==> config.mk <==
export PLATFORM = sky130hd
export DESIGN_NAME = ext_irq_unit
export DESIGN_NICKNAME = d
export VERILOG_FILES = /design/src/rtl/ext_irq_pkg.sv /design/src/rtl/ext_irq_merge.sv /design/src/rtl/ext_irq_detect.sv /design/src/rtl/ext_irq_unit.sv
export SDC_FILE = /design/constraint.sdc
export NUM_CORES = 1
export LEC_CHECK = 0
export ABC_CLOCK_PERIOD_IN_PS = 2700
export CORE_MARGIN = 1.5
export CORE_UTILIZATION = 46
export DETAILED_ROUTE_END_ITERATION = 10
export PLACE_DENSITY_LB_ADDON = 0.1
export REMOVE_ABC_BUFFERS = 1
export SLEW_MARGIN = 0
export SYNTH_ARGS = -nofsm -noshare
export SYNTH_HDL_FRONTEND = slang
export SYNTH_SLANG_ARGS = --single-unit
export TNS_END_PERCENT = 1
==> constraint.sdc <==
create_clock -name clk -period 2.7 [get_ports clk]
set_input_delay 0.54 -clock clk [delete_from_list [all_inputs] [get_ports clk]]
set_output_delay 0.54 -clock clk [all_outputs]
set_load 0.01 [all_outputs]
==> src/rtl/ext_irq_pkg.sv <==
package ext_irq_pkg;

  typedef enum logic [1:0] {
    SENS_LOW_FALL = 2'b00,
    SENS_RISE     = 2'b01,
    SENS_FALL     = 2'b10,
    SENS_BOTH     = 2'b11
  } sens_e;

  // Event qualification for one vector: current merged level vs previous
  function automatic logic sens_hit(input sens_e s, input logic cur, input logic prev);
    logic rise, fall;
    rise = cur & ~prev;
    fall = ~cur & prev;
    case (s)
      SENS_LOW_FALL: sens_hit = ~cur;
      SENS_RISE:     sens_hit = rise;
      SENS_FALL:     sens_hit = fall;
      default:       sens_hit = rise | fall;
    endcase
  endfunction

endpackage

==> src/rtl/ext_irq_merge.sv <==
module ext_irq_merge #(
  parameter int          PIN_W = 8,
  parameter logic [PIN_W-1:0] MASK = '1
) (
  input  logic [PIN_W-1:0] pin_lvl,
  input  logic [PIN_W-1:0] pin_ien,
  output logic             merged
);
  // Disabled or foreign pins read as high so they never pull the line down
  logic [PIN_W-1:0] term;

  always_comb begin
    term   = pin_lvl | ~pin_ien | ~MASK;
    merged = &term;
  end
endmodule

==> src/rtl/ext_irq_detect.sv <==
module ext_irq_detect
  import ext_irq_pkg::*;
(
  input  logic       clk,
  input  logic       rst_n,
  input  logic       merged,
  input  logic [1:0] sens,
  input  logic       ack,
  output logic       req,
  output logic       hit,
  output logic       chg
);
  logic       merged_q;
  logic [1:0] sens_q;
  logic       pend_q;

  always_comb begin
    hit = sens_hit(sens_e'(sens), merged, merged_q);
    chg = (sens != sens_q);
  end

  always_ff @(posedge clk) begin
    if (!rst_n) begin
      merged_q <= 1'b1;
      sens_q   <= 2'b00;
      pend_q   <= 1'b0;
    end else begin
      merged_q <= merged;
      sens_q   <= sens;
      if (chg)       pend_q <= 1'b0;
      else if (hit)  pend_q <= 1'b1;
      else if (ack)  pend_q <= 1'b0;
    end
  end

  assign req = pend_q;
endmodule

==> src/rtl/ext_irq_unit.sv <==
module ext_irq_unit #(
  parameter int NUM_VEC = 4,
  parameter int PIN_W   = 8,
  parameter logic [NUM_VEC*PIN_W-1:0] GROUP_MASKS = 32'hC0_30_0C_03
) (
  input  logic                 clk,
  input  logic                 rst_n,
  input  logic [PIN_W-1:0]     pin_lvl,
  input  logic [PIN_W-1:0]     pin_ien,
  input  logic [2*NUM_VEC-1:0] sens_cfg,
  input  logic [NUM_VEC-1:0]   ack,
  output logic [NUM_VEC-1:0]   irq_req
);
  localparam int SENS_W = 2;

  // Observation wires for the checker
  logic [NUM_VEC-1:0] vec_merged;
  logic [NUM_VEC-1:0] vec_hit;
  logic [NUM_VEC-1:0] vec_chg;

  for (genvar v = 0; v < NUM_VEC; v++) begin : g_vec
    ext_irq_merge #(
      .PIN_W (PIN_W),
      .MASK  (GROUP_MASKS[v*PIN_W +: PIN_W])
    ) u_merge (
      .pin_lvl (pin_lvl),
      .pin_ien (pin_ien),
      .merged  (vec_merged[v])
    );

    ext_irq_detect u_det (
      .clk    (clk),
      .rst_n  (rst_n),
      .merged (vec_merged[v]),
      .sens   (sens_cfg[v*SENS_W +: SENS_W]),
      .ack    (ack[v]),
      .req    (irq_req[v]),
      .hit    (vec_hit[v]),
      .chg    (vec_chg[v])
    );
  end
endmodule

==> impl_metrics.tcl <==
set metrics [dict create \
    num_io_pins 34 \
    whs_path_depth 3 \
    hold_path_end "g_vec[1].u_det.req$_SDFFE_PP0P_" \
    syn_avg_cell_area_um2 8.52 \
    synth-seq-cells 16 \
    root_buffer "clkbuf_4" \
    drive_above_1_share_pct 5.04 \
    crit_arrival_ns 2.11 \
    hold_buffers 0 \
    worstReg2RegEnd "g_vec[2].u_det.req$_SDFFE_PP0P_" \
    die_x_um 47.7 \
    worstPathCellList "clkdlybuf4s50_1, and2b_1, or2_1, inv_1, ha_1, and2b_1, o21ai_1, a31oi_1" \
    syn_to_final_growth_pct 38.0 \
    drc_errors 0 \
    gp_congestion 0.710 \
    clkTransAtPathRegs_ns 0.08 \
    max_freq_mhz 523 \
    min_path_type "reg2reg" \
    dp_hpwl_um 1220 \
    reg2reg_depth 5 \
    rows 15 \
    fin_crit_sh_pct 70.9 \
    htreeDepth 1 \
    drt-pass1-iter-count 4 \
    min_period_ns 1.91 \
    r2r_slack_ns 1.52 \
    final-max-slew-violation-count 0 \
    via_count 786 \
    finalHoldViolations 0 \
    worst_clock_skew_ns 0.000423 \
    antenna_cells 0 \
    viasPerCell 4.79 \
    syn-cell-area_um2 920 \
    maxCapViolCount 0 \
    leakage_nw 0.566 \
    critPathLaunchType "primary input" \
    slew_headroom_pct 70.0 \
    start_util_pct 51.0 \
    reg2reg_from "g_vec[2].u_det.merged_q$_SDFF_PN1_" \
    cpMostUsedCell "and2b_1" \
    yosysTopAreaCell "dfxtp_1" \
    cts_sinks 16 \
    antenna_found_initial 0 \
    cts_setup_buffers 0 \
    critical_path_buf_inv_count 2 \
    drt_iter0_markers 3 \
    rsz0062_at_grt "false" \
    worst-path-max-fanout 3 \
    ys_top_cells_by_area "dfxtp_1, ha_1, xnor2_1" \
    critical_path_class "in2reg" \
    setup.worst_path.end_class "flop" \
    cellPowerDensity_nw_per_um2 386 \
    slowest_stage "clkdlybuf4s50_1" \
    cts_inserted_buffers 3 \
    totalWireLength_um 1500 \
    cts_resized 0 \
    finalNetCount 179 \
    slowest_delay_ns 0.45 \
    grt-ovfl-total 0 \
    setup.worst_path.start "pin_lvl[4]" \
    grt_pass1_vias 676 \
    wl_per_cell_um 9.12 \
    cts_tree "built" \
    grt.total_usage_pct 15.1 \
    worst_pin_slew_ns 0.449 \
    die_area_um2 2280 \
    grt_pass1_wl_um 2380 \
    status "completed" \
    netlist.area_leader.share_pct 34.8 \
    clockBufferDepth 2 \
    cpLargestDelayFamily "simple AND/OR/NAND/NOR gates" \
    finalSetupTns_ns 0 \
    cp.required_ns 2.90 \
    worstSkewPairLatency_ns 0.28 \
    ys_seq_area_share_pct 34.8 \
    place.port_buffers 33 \
    core-area_um2 1800 \
    setup_viol 0 \
    synthCells 108 \
    yosys_warnings 0 \
    vdd_drop_max_mv 0.315 \
    synth_cell_type_count 20 \
    timing.hold.ws_ns 0.531 \
    grt_max_degree 17 \
    die_h_um 47.7 \
    ant_nets 0 \
    min_from "g_vec[1].u_det.sens_q[0]$_SDFF_PN0_" \
]
## sequential cells by signal, indices dropped and copies added, names as in the netlist
name,cells
g_vec.u_det.merged_q,4
g_vec.u_det.req,4
g_vec.u_det.sens_q,8
## worst reg2reg max path, cell delays in order, from the launching register on
cell	delay, ns
dfxtp_1	0.34
inv_1	0.05
ha_1	0.27
and2b_1	0.18
o21ai_1	0.06
a31oi_1	0.20
## cells by family (layout without fill, tap and decap cells)
kind of cell             Yosys count  in the layout  synth area share, %
AND/OR/NAND/NOR                   39             39                 25.2
buffers and inverters             21             52                 10.3
AO/OA/AOI/OAI                     16             16                 11.2
flip-flops                        16             16                 34.8
adder cells (fa/ha/maj)            8              8                 10.9
XOR/XNOR                           8              8                 7.62
## cells in the mapped netlist
library cell  instances
dfxtp_1              16
and2_2                3
and2_1                5
a31oi_1               4
or2_1                 3
or2_4                 1
nand2_1               5
inv_1                16
nor2b_1               7
a32oi_1               4
xnor2_1               8
buf_4                 4
o21ai_0               4
nor2_1                4
ha_1                  8
and2b_1               7
o211ai_1              1
o21ai_1               3
nand3_1               4
clkbuf_2              1
## area by class of cell
class / instances / area, µm²
clock buffer: 3 / 22.5
fill: 162 / 533
inverter: 16 / 60.1
multi-input combinational: 71 / 504
sequential: 16 / 320
tap: 25 / 31.3
timing repair buffer: 33 / 330
## placed cells by master, fill, tap and decap left out, drive strengths merged
cell type,n
nor2b,7
or2,4
a31oi,4
dfxtp,16
inv,16
nor2,4
nand3,4
nand2,5
a32oi,4
o21ai,7
and2,8
o211ai,1
xnor2,8
clkbuf,3
clkdlybuf4s50,33
ha,8
and2b,7
## metal layers
metal | share of wire [%] | global-route usage (%)
met3 | 7.3 | 6.79
met4 | 1.5 | 4.86
met5 | 0 | 0
met1 | 39 | 12.9
met2 | 52 | 30.1
## per-stage QoR
step                      power (mW)  instance area [µm²]  setup WS (ns)  utilization (%)  cells
after floorplan                0.314                  885           1.06                -    103
after global placement         0.373                 1250          0.561             69.2    161
after detailed placement       0.378                 1250          0.496             69.2    161
after CTS                      0.500                 1270          0.799             70.4    164
after global routing           0.519                 1270          0.706             70.4    164
final                          0.490                 1270          0.787             70.4    164
## where the power goes
| group | leakage (nW) | total (mW) | switching (mW) | internal [mW] |
|---|---|---|---|---|
| registers | 0.132 | 0.254 | 0.00592 | 0.248 |
| logic | 0.420 | 0.116 | 0.0412 | 0.0752 |
| clock network | 0.0138 | 0.119 | 0.0674 | 0.0518 |
| total | 0.566 | 0.490 | 0.115 | 0.375 |
## how the worst max path moves through the flow
stage          slack, ns                               to  cells after the start
2_1_floorplan       1.06  g_vec[0].u_det.req$_SDFFE_PP0P_                      7
3_3_place_gp        0.56  g_vec[0].u_det.req$_SDFFE_PP0P_                      8
3_5_place_dp        0.50  g_vec[2].u_det.req$_SDFFE_PP0P_                      8
4_1_cts             0.80  g_vec[2].u_det.req$_SDFFE_PP0P_                      8
5_1_grt             0.71  g_vec[2].u_det.req$_SDFFE_PP0P_                      8
6_report            0.79  g_vec[2].u_det.req$_SDFFE_PP0P_                      8
Power figures use the tool's default switching activity.
